==> src/rtl/sertx_pkg.sv <==
package sertx_pkg;
  typedef enum logic [1:0] {
    FMT_I2S  = 2'b00,
    FMT_LJ   = 2'b01,
    FMT_RJ20 = 2'b10,
    FMT_RJ16 = 2'b11
  } fmt_e;

  localparam int SLOT_W    = 6;
  localparam int HALF_BITS = 32;
  localparam int RJ_LONG   = 20;
  localparam int RJ_SHORT  = 16;

  // control-to-datapath strobes
  typedef struct packed {
    logic              clear;
    logic              fall;
    logic              frameStart;
    logic [SLOT_W-1:0] nextSlot;
  } strobe_t;
endpackage

==> src/rtl/sertx_ctrl.sv <==
module sertx_ctrl
  import sertx_pkg::*;
#(
  parameter int HALF_DIV = 2
) (
  input  logic              clk,
  input  logic              rst_n,
  input  logic              en,
  output strobe_t           stb,
  output logic              bclkInt,
  output logic [SLOT_W-1:0] slot
);
  localparam int DIV_W = (HALF_DIV > 1) ? $clog2(HALF_DIV) : 1;
  localparam logic [DIV_W-1:0] DIV_LAST = DIV_W'(HALF_DIV - 1);

  logic [DIV_W-1:0] divCnt;
  logic divEnd;

  assign divEnd = (divCnt == DIV_LAST);

  always_ff @(posedge clk or negedge rst_n) begin
    if (!rst_n) begin
      divCnt  <= '0;
      bclkInt <= 1'b0;
      slot    <= '1;
    end else if (!en) begin
      divCnt  <= '0;
      bclkInt <= 1'b0;
      slot    <= '1;
    end else if (divEnd) begin
      divCnt  <= '0;
      bclkInt <= ~bclkInt;
      if (bclkInt) slot <= slot + 1'b1;
    end else begin
      divCnt <= divCnt + 1'b1;
    end
  end

  always_comb begin
    stb.clear      = !en;
    stb.fall       = en && divEnd && bclkInt;
    stb.nextSlot   = slot + 1'b1;
    stb.frameStart = stb.fall && (stb.nextSlot == '0);
  end

  // the bit clock toggles only at the end of a divider count
  p_bclk_period_r2: assert property (@(posedge clk) disable iff (!rst_n)
    (en && $past(en) && !$stable(bclkInt)) |-> ($past(divCnt) == DIV_LAST));
endmodule

==> src/rtl/sertx_dp.sv <==
module sertx_dp
  import sertx_pkg::*;
#(
  parameter int SAMPLE_W = 24
) (
  input  logic                clk,
  input  logic                rst_n,
  input  strobe_t             stb,
  input  logic [SAMPLE_W-1:0] leftIn,
  input  logic [SAMPLE_W-1:0] rightIn,
  input  logic [1:0]          fmtSel,
  output logic                sdo,
  output logic                fsync,
  output fmt_e                fmtQ
);
  logic [SAMPLE_W-1:0] leftQ, rightQ, curL, curR, word;
  fmt_e curFmt;
  logic [4:0] pos;
  logic isRight, nextBit, nextFs;

  function automatic logic pickBit(fmt_e f, logic [4:0] p, logic [SAMPLE_W-1:0] s);
    int idx;
    logic [SAMPLE_W-1:0] sh;
    case (f)
      FMT_I2S:  idx = (int'(p) >= 1) ? SAMPLE_W - int'(p) : -1;
      FMT_LJ:   idx = SAMPLE_W - 1 - int'(p);
      FMT_RJ20: idx = (int'(p) >= HALF_BITS - RJ_LONG)
                      ? SAMPLE_W - RJ_LONG + HALF_BITS - 1 - int'(p) : -1;
      default:  idx = (int'(p) >= HALF_BITS - RJ_SHORT)
                      ? SAMPLE_W - RJ_SHORT + HALF_BITS - 1 - int'(p) : -1;
    endcase
    if (idx < 0 || idx >= SAMPLE_W) return 1'b0;
    sh = s >> idx;
    return sh[0];
  endfunction

  always_comb begin
    curL    = stb.frameStart ? leftIn  : leftQ;
    curR    = stb.frameStart ? rightIn : rightQ;
    curFmt  = stb.frameStart ? fmt_e'(fmtSel) : fmtQ;
    pos     = stb.nextSlot[4:0];
    isRight = stb.nextSlot[SLOT_W-1];
    word    = isRight ? curR : curL;
    nextBit = pickBit(curFmt, pos, word);
    nextFs  = (curFmt == FMT_I2S) ? isRight : !isRight;
  end

  always_ff @(posedge clk or negedge rst_n) begin
    if (!rst_n) begin
      sdo <= 1'b0; fsync <= 1'b0; fmtQ <= FMT_I2S;
      leftQ <= '0; rightQ <= '0;
    end else if (stb.clear) begin
      sdo <= 1'b0; fsync <= 1'b0; fmtQ <= FMT_I2S;
      leftQ <= '0; rightQ <= '0;
    end else if (stb.fall) begin
      sdo   <= nextBit;
      fsync <= nextFs;
      if (stb.frameStart) begin
        leftQ  <= leftIn;
        rightQ <= rightIn;
        fmtQ   <= fmt_e'(fmtSel);
      end
    end
  end

  // data only moves on a bit-clock falling edge
  p_data_on_fall_r6: assert property (@(posedge clk) disable iff (!rst_n)
    (!stb.clear && !$past(stb.clear) && !$stable(sdo)) |-> $past(stb.fall));
  // format is held for the whole frame
  p_fmt_hold_r6: assert property (@(posedge clk) disable iff (!rst_n)
    (!stb.clear && !$past(stb.clear) && !$stable(fmtQ)) |-> $past(stb.frameStart));
endmodule

==> src/rtl/stereo_serial_tx.sv <==
module stereo_serial_tx
  import sertx_pkg::*;
#(
  parameter int SAMPLE_W = 24,
  parameter int HALF_DIV = 2
) (
  input  logic                clk,
  input  logic                rst_n,
  input  logic                enable,
  input  logic                secondEn,
  input  logic                clkOutEn,
  input  logic [1:0]          fmtSel,
  input  logic [SAMPLE_W-1:0] leftSample,
  input  logic [SAMPLE_W-1:0] rightSample,
  output logic                bclkOut,
  output logic                fsyncOut,
  output logic                sdo1,
  output logic                sdo2
);
  strobe_t stb;
  logic bclkInt, sdoInt, fsInt;
  logic [SLOT_W-1:0] slot;
  fmt_e fmtQ;

  sertx_ctrl #(.HALF_DIV(HALF_DIV)) u_ctrl (
    .clk(clk), .rst_n(rst_n), .en(enable),
    .stb(stb), .bclkInt(bclkInt), .slot(slot)
  );

  sertx_dp #(.SAMPLE_W(SAMPLE_W)) u_dp (
    .clk(clk), .rst_n(rst_n), .stb(stb),
    .leftIn(leftSample), .rightIn(rightSample), .fmtSel(fmtSel),
    .sdo(sdoInt), .fsync(fsInt), .fmtQ(fmtQ)
  );

  assign bclkOut  = bclkInt & clkOutEn;
  assign fsyncOut = fsInt;
  assign sdo1     = sdoInt;
  assign sdo2     = sdoInt & secondEn;

  // disabled block goes quiet at the next edge
  p_disabled_quiet_r7: assert property (@(posedge clk) disable iff (!rst_n)
    !enable |=> (!sdo1 && !fsyncOut && !bclkOut));
  // frame sync only moves at a half-frame boundary
  p_fsync_edge_r3: assert property (@(posedge clk) disable iff (!rst_n)
    (enable && $past(enable) && !$stable(fsyncOut)) |-> (slot[4:0] == 5'd0));
  // leading slots of a 16-bit right-justified half are zero
  p_rj16_lead_zero_r5: assert property (@(posedge clk) disable iff (!rst_n)
    (enable && fmtQ == FMT_RJ16 && slot[4:0] < 5'd16) |-> !sdoInt);
endmodule

==> config.mk <==
export PLATFORM = sky130hd
export DESIGN_NAME = stereo_serial_tx
export DESIGN_NICKNAME = d
export VERILOG_FILES = /design/src/rtl/sertx_pkg.sv /design/src/rtl/sertx_ctrl.sv /design/src/rtl/sertx_dp.sv /design/src/rtl/stereo_serial_tx.sv
export SDC_FILE = /design/constraint.sdc
export NUM_CORES = 1
export LEC_CHECK = 0
export BUFFER_PORTS_ARGS = -buffer_cell sky130_fd_sc_hd__clkbuf_2
export CAP_MARGIN = 20
export CORE_AREA = 2 2 130 132
export CTS_BUF_LIST = sky130_fd_sc_hd__clkbuf_16
export DETAILED_ROUTE_END_ITERATION = 12
export DIE_AREA = 0 0 132 134
export GPL_TIMING_DRIVEN = 0
export PLACE_DENSITY = 0.52
export SETUP_SLACK_MARGIN = 0.5
export SLEW_MARGIN = 20
export SYNTH_ARGS = -nofsm -noshare
export SYNTH_HDL_FRONTEND = slang
export SYNTH_SLANG_ARGS = --single-unit
export TNS_END_PERCENT = 1
==> constraint.sdc <==
create_clock -name clk -period 8.2 [get_ports clk]
set_input_delay 1.23 -clock clk [delete_from_list [all_inputs] [get_ports clk]]
set_output_delay 1.23 -clock clk [all_outputs]
set_load 0.02 [all_outputs]
* Word-level counts from Yosys, hierarchy flattened
Cells that the tools add are included.
** Operators by class
- Shift-type cells :: 1
- Reduce and logical (&&, ||, !) cells :: 8
- Equality and inequality tests :: 5
- Add/subtract/negate cells :: 6
- Muxes and demuxes :: 29
- Bitwise gates (word level) :: 3
- Magnitude comparators :: 5
** Operators by type and width (count)
- 24-bit 2-to-1 mux :: 7
- 32-bit 2-to-1 mux :: 3
- 32-bit case mux with 3 select lines :: 1
- 32-bit by 6-bit greater-or-equal comparator with 1-bit output, second input constant :: 1
- 32-bit by 1-bit < comparator with 1-bit output, second input constant :: 1
- 24-bit by 32-bit right shift with 1-bit output :: 1
- 6-bit 2-to-1 mux :: 3
- 6-bit by 5-bit subtractor with 7-bit output, first input constant :: 2
- 1-bit 2-to-1 mux :: 12
- 5-bit by 5-bit subtractor with 6-bit output, first input constant :: 2
- 6-bit by 1-bit adder with 6-bit output, second input constant :: 1
- 6-bit zero test :: 1
- 2-bit 2-to-1 mux :: 3
- 2-bit by 1-bit inequality test with 1-bit output, second input constant :: 3
- 5-bit by 1-bit greater-or-equal comparator with 1-bit output, second input constant :: 1
- 5-bit by 4-bit greater-or-equal comparator with 1-bit output, second input constant :: 1
- 5-bit greater-or-equal comparator, second input constant :: 1
- 1-bit logical AND :: 3
- 1-bit AND :: 2
- 2-bit by 1-bit equality test with 1-bit output, second input constant :: 1
- 2-bit equality test, second input constant :: 1
- 2-bit zero test :: 1
- 2-bit AND reduction :: 1
- 1-bit adder, second input constant :: 1
- other kinds (3) :: 3
** Word-level totals
- Word-level logic and storage cells :: 65
- Flip-flop bits (word level) :: 60
- Input bits :: 55

* Logic depth before layout (Yosys ltp)
- Depth after elaboration :: 12
- Mapped depth :: 17
- Mapped depth without buffers :: 14

* Hierarchy
From an unflattened synthesis, not the netlist that was laid out.
** Second synthesis, totals
- Cell total of the unflattened synthesis :: 413
- Area, all modules :: 3933.8 um2
** By module, submodules not included
- sertx_dp :: area an instance 3445.8 um2, seq. area each 1301.2 um2, instances 1, cells an instance 361
- sertx_ctrl :: area an instance 475.5 um2, seq. area each 207.7 um2, instances 1, cells an instance 50
- stereo_serial_tx :: area an instance 12.5 um2, seq. area each 0.0 um2, instances 1, cells an instance 2

* Least setup slack after synthesis
Ideal clock, no wire load.
- Path type :: in2reg
- Start point :: in enable
- End point :: reg u_dp.sdo
- Data arrival time :: 3.875 ns
- Path slack :: 4.229 ns
- Cell stages on the path :: 11
- Required time :: 8.104 ns
- Path through :: clkbuf_1 > and3_1 > o211a_4 > mux2i_1 > nor3_1 > a311oi_4 > buf_4 > mux2i_1 > o22ai_1 > o41a_1 > nor4_2
** Between the ends
- Word-level cells in the longest chain between the ends :: 12
** Ends and longest elaborated chain
- start, declared :: RTL line stereo_serial_tx.sv:9 : input logic enable,
- 1-bit logical AND (2 in series) :: RTL line sertx_ctrl.sv:41 : stb.fall = en && divEnd && bclkInt;
- 1-bit logical AND :: RTL line sertx_ctrl.sv:43 : stb.frameStart = stb.fall && (stb.nextSlot == '0);
- 2-bit 2-to-1 mux
- 2-bit equality test (tied with other cells) :: RTL line sertx_dp.sv:24 : case (f)
- 32-bit case mux with 3 select lines :: RTL line sertx_dp.sv:24
- 32-bit by 1-bit < comparator with 1-bit output / 32-bit by 6-bit greater-or-equal comparator with 1-bit output (equally long branches) :: RTL line sertx_dp.sv:32 : if (idx < 0 || idx >= SAMPLE_W) return 1'b0;
- 1-bit logical OR :: RTL line sertx_dp.sv:32
- 1-bit 2-to-1 mux :: RTL line sertx_dp.sv:32
- 1-bit 2-to-1 mux :: RTL line sertx_dp.sv:33 : sh = s >> idx;
- 1-bit 2-to-1 mux :: RTL line sertx_dp.sv:55 : end else if (stb.fall) begin
- 1-bit 2-to-1 mux :: RTL line sertx_dp.sv:52 : end else if (stb.clear) begin
- end signal, assigned :: RTL line sertx_dp.sv:56 : sdo <= nextBit;
- end, declared :: RTL line sertx_dp.sv:12 : output logic sdo,
Several ways; a longest one is shown, not always the timed one. The select of a mux whose other input is x is not followed.
A chain may end at the register's enable or synchronous reset.

* Worst setup path after layout
- Start point :: reg u_ctrl.slot[0]
- End point :: reg u_dp.sdo
** Between the ends
- Word-level cells in the longest chain between the ends :: 12
** Ends and longest elaborated chain
- start, declared :: RTL line sertx_ctrl.sv:11 : output logic [SLOT_W-1:0] slot
- start signal, assigned :: RTL line sertx_ctrl.sv:33 : if (bclkInt) slot <= slot + 1'b1;
- 6-bit by 1-bit adder with 6-bit output (*) :: RTL line sertx_ctrl.sv:42 : stb.nextSlot = slot + 1'b1;
- branches (longest 8 deep; another with 32-bit by 1-bit < comparator with 1-bit output)
- 1-bit 2-to-1 mux (*) :: RTL line sertx_dp.sv:33
- 1-bit 2-to-1 mux (*) :: RTL line sertx_dp.sv:55
- 1-bit 2-to-1 mux (*) :: RTL line sertx_dp.sv:52
Every way passes the cells marked *. The select of a mux whose other input is x is not followed.

==> results.py <==
metrics = {
    "outcome": {
        "outcome": "completed",
    },
    "placement": {
        "portBuffers": 57,
        "place_inst": 737,
        "place_congestion": 0.851,
        "dpl.hpwl_mm": 8.95,
    },
    "setup_path": {
        "crit_start": "u_ctrl.slot[0]",
        "r2r-start": "u_ctrl.slot[0]",
        "worstRegToRegCells": 16,
        "cp_max_fo": 10,
        "endpoint": "u_dp.sdo",
        "path_class": "reg2reg",
        "crit_family": "simple AND/OR/NAND/NOR gates",
        "worst-path-stages": 16,
        "rrSetupSlack_ns": 3.27,
        "end_kind": "register",
        "regToRegEndpoint": "u_dp.sdo",
        "path_buf_inv": 4,
        "cp.arrival_ns": 5.14,
        "required_ns": 8.41,
        "critPathSlowestCell": "nor4_1",
        "cpPeakStageDelay_ns": 0.58,
        "path_common_cell": "mux2i_1",
        "path_cells": "buf_4 > buf_2 > inv_1 > ha_1 > nand2b_1 > nor4_1 > a2111oi_0 > mux2i_1 > o211ai_1 > nand2_2 > buf_2 > mux4_2 > mux2i_1 > mux2i_1 > nor3b_1 > nor4_2",
        "critPathLaunchType": "register",
    },
    "clocking": {
        "clk_latency_ns": 0.33,
        "cts_resized": 0,
        "cts_tree": "built",
        "clockBufferDepth": 2,
        "cts_hold_buffers": 0,
        "ctsRootBufferMaster": "clkbuf_16",
        "clkSlewWorstSetupHoldPaths_ns": 0.05,
        "cts_buffers": 9,
        "post_cts_buffers": 0,
        "cts.sinks": 60,
        "htreeDepth": 3,
    },
    "floorplan": {
        "die_area_um2": 17700,
        "coreArea_um2": 16300,
        "initial_utilization_pct": 24.6,
        "fp.dieH_um": 134,
        "ios": 59,
        "die_w_um": 132,
        "rows": 47,
    },
    "yosys": {
        "ys.flop_type": "dfrtp_1",
        "ys_ff_latch": 60,
        "yosysWarnings": 0,
        "syn-mean-instance-area_um2": 8.73,
        "ys_async_sr_fraction_pct": 100,
        "syn_inst": 459,
        "synth_edf_count": 0,
        "ys_types": 67,
        "synth_area_um2": 4010,
        "synth-seq-area-share_pct": 37.7,
        "syn_nets": 520,
    },
    "worst_hold_path": {
        "hp-class": "reg2reg",
        "hold_start": "u_ctrl.divCnt",
        "min_path_cells": 1,
    },
    "timing": {
        "timing.final.crit_period_ns": 4.93,
        "worst_pin_slew_ns": 0.710,
        "fin_worst_skew_ns": 0.00858,
        "drv_slew": 0,
        "timing.setup.tns_ns": 0,
        "setup_viol_count_final": 0,
        "maxSlewHeadroom_pct": 52.2,
        "finalHoldViolations": 0,
        "max_freq_mhz": 203,
        "rsz0062_at_grt": "false",
        "min_period_over_period_pct": 60.1,
    },
    "power_and_ir_drop": {
        "p_per_area_nw_per_um2": 191,
        "power_mw": 0.929,
        "pwr-share-clk_pct": 38.8,
        "p_leak_nw": 2.36,
        "swShare_pct": 31.5,
        "p_seq_share_pct": 33.7,
        "peakVddDrop_mv": 0.106,
        "pwr-share-comb_pct": 27.4,
        "p_int_mw": 0.636,
        "p_sw_mw": 0.293,
    },
    "job": {
        "drv_cap": 0,
    },
    "drt": {
        "dr.pass1.iters": 5,
        "ant_nets": 0,
        "vias_per_cell": 4.87,
        "num_vias": 3663,
        "wl_mm": 11.7,
        "wl_per_cell_um": 15.6,
        "drtIter0Drc": 265,
        "drc": 0,
    },
    "global_routing": {
        "grt_pass1_vias": 3813,
        "grt.total_usage_pct": 13.8,
        "grt_max_degree": 35,
        "grt_first_pass_wirelength_mm": 19.5,
        "antenna_found_initial": 0,
        "grt-ovfl-total": 0,
    },
    "layout": {
        "drive_above_1_share_pct": 21.1,
        "n_antenna_cell": 0,
        "finish.utilization_pct": 29.9,
        "stdcell_count": 752,
        "fill_cells": 1739,
        "area_growth_pct": 21.6,
        "nets": 589,
    },
}
per-layer routing:
layer,share of wire [%],global-route usage [%],wire [um]
met5,0,0,0
met4,1.3,4.35,155
met3,5.6,3.02,651
met2,49,23.5,5750
met1,44,17.5,5160
power by group through the flow:
stage / combinational [mW] / sequential [mW] / clock, mW
6_report: 0.255 / 0.313 / 0.361
5_1_grt: 0.280 / 0.315 / 0.384
4_1_cts: 0.256 / 0.313 / 0.371
3_5_place_dp: 0.254 / 0.318 / 0
3_3_place_gp: 0.251 / 0.318 / 0
2_1_floorplan: 0.180 / 0.317 / 0
logic make-up after synthesis:
| family | Yosys count | synth area share [%] |
|---|---|---|
| AOI/OAI and AO/OA | 68 | 14.2 |
| xor gates and xnor gates | 9 | 1.97 |
| adders and majority gates | 6 | 1.87 |
| buffers and inverters | 37 | 4.18 |
| DFF | 60 | 37.7 |
| muxes | 38 | 11.6 |
| and+or+nand+nor | 241 | 28.5 |
how the worst min path moves through the flow:
stage	to
finish	u_ctrl.divCnt
global route	u_dp.leftQ[13]
CTS	u_ctrl.divCnt
detailed placement	u_ctrl.divCnt
global placement	u_ctrl.divCnt
floorplan	u_ctrl.divCnt
sequential cells by signal, indices dropped and copies added, names as in the netlist:
name	flops
u_ctrl.divCnt	1
u_dp.rightQ	24
u_dp.fmtQ	2
u_dp.fsync	1
u_ctrl.slot	6
u_dp.sdo	1
u_dp.leftQ	24
u_ctrl.bclkInt	1
metrics by stage:
stage / area (um^2) / hold WS, ns / setup slack, ns
final: 4870 / 0.487 / 3.27
after global routing: 4870 / 0.525 / 2.84
after CTS: 4870 / 0.493 / 3.28
after detailed placement: 4590 / 0.485 / 3.32
after global placement: 4570 / 0.475 / 3.31
after floorplan: 4010 / 0.455 / 4.23
synthesized netlist by cell type, types with 3 or more instances:
master	number	area, um^2
a2111oi_0	4	35.0
a21oi_1	9	45.0
and2_1	11	68.8
buf_1	6	22.5
buf_2	8	40.0
buf_4	5	37.5
clkbuf_1	13	48.8
dfrtp_1	54	1350
dfstp_2	6	158
ha_1	6	75.1
inv_1	5	18.8
mux2i_1	28	280
mux4_2	6	135
nand2_1	125	469
nand2b_1	3	18.8
nand3_1	63	315
nor2_1	12	45.0
nor3_1	3	15.0
o2111ai_1	4	35.0
o211ai_1	6	45.0
o21ai_0	8	40.0
o21ai_1	5	25.0
or3_1	5	31.3
xnor2_1	5	43.8
xor2_1	4	35.0
cells in the final DEF, fill, tap and decap left out, types with 3 or more instances in the layout:
cell type | Yosys | layout
nand2_1 | 125 | 125
nand3_1 | 63 | 63
clkbuf_2 | 0 | 56
dfrtp_1 | 54 | 54
mux2i_1 | 28 | 28
clkbuf_1 | 13 | 13
nor2_1 | 12 | 12
and2_1 | 11 | 11
a21oi_1 | 9 | 9
clkbuf_16 | 0 | 9
buf_2 | 8 | 8
o21ai_0 | 8 | 8
inv_1 | 5 | 6
o211ai_1 | 6 | 6
mux4_2 | 6 | 6
buf_1 | 6 | 6
ha_1 | 6 | 6
dfstp_2 | 6 | 6
buf_4 | 5 | 5
xnor2_1 | 5 | 5
or3_1 | 5 | 5
o21ai_1 | 5 | 5
xor2_1 | 4 | 4
a2111oi_0 | 4 | 4
o2111ai_1 | 4 | 4
nand2b_1 | 3 | 3
nor3_1 | 3 | 3
cell type report:
cell class | count | area, um^2 | share of cell area [%]
Multi-Input combinational cell | 362 | 2330 | 47.8
Sequential cell | 60 | 1510 | 31.0
Timing Repair Buffer | 58 | 308 | 6.32
Tap cell | 220 | 275 | 5.65
Clock buffer | 9 | 225 | 4.62
Buffer | 32 | 149 | 3.06
Clock inverter | 6 | 57.6 | 1.18
Inverter | 5 | 18.8 | 0.385
Power figures use the tool's default switching activity.
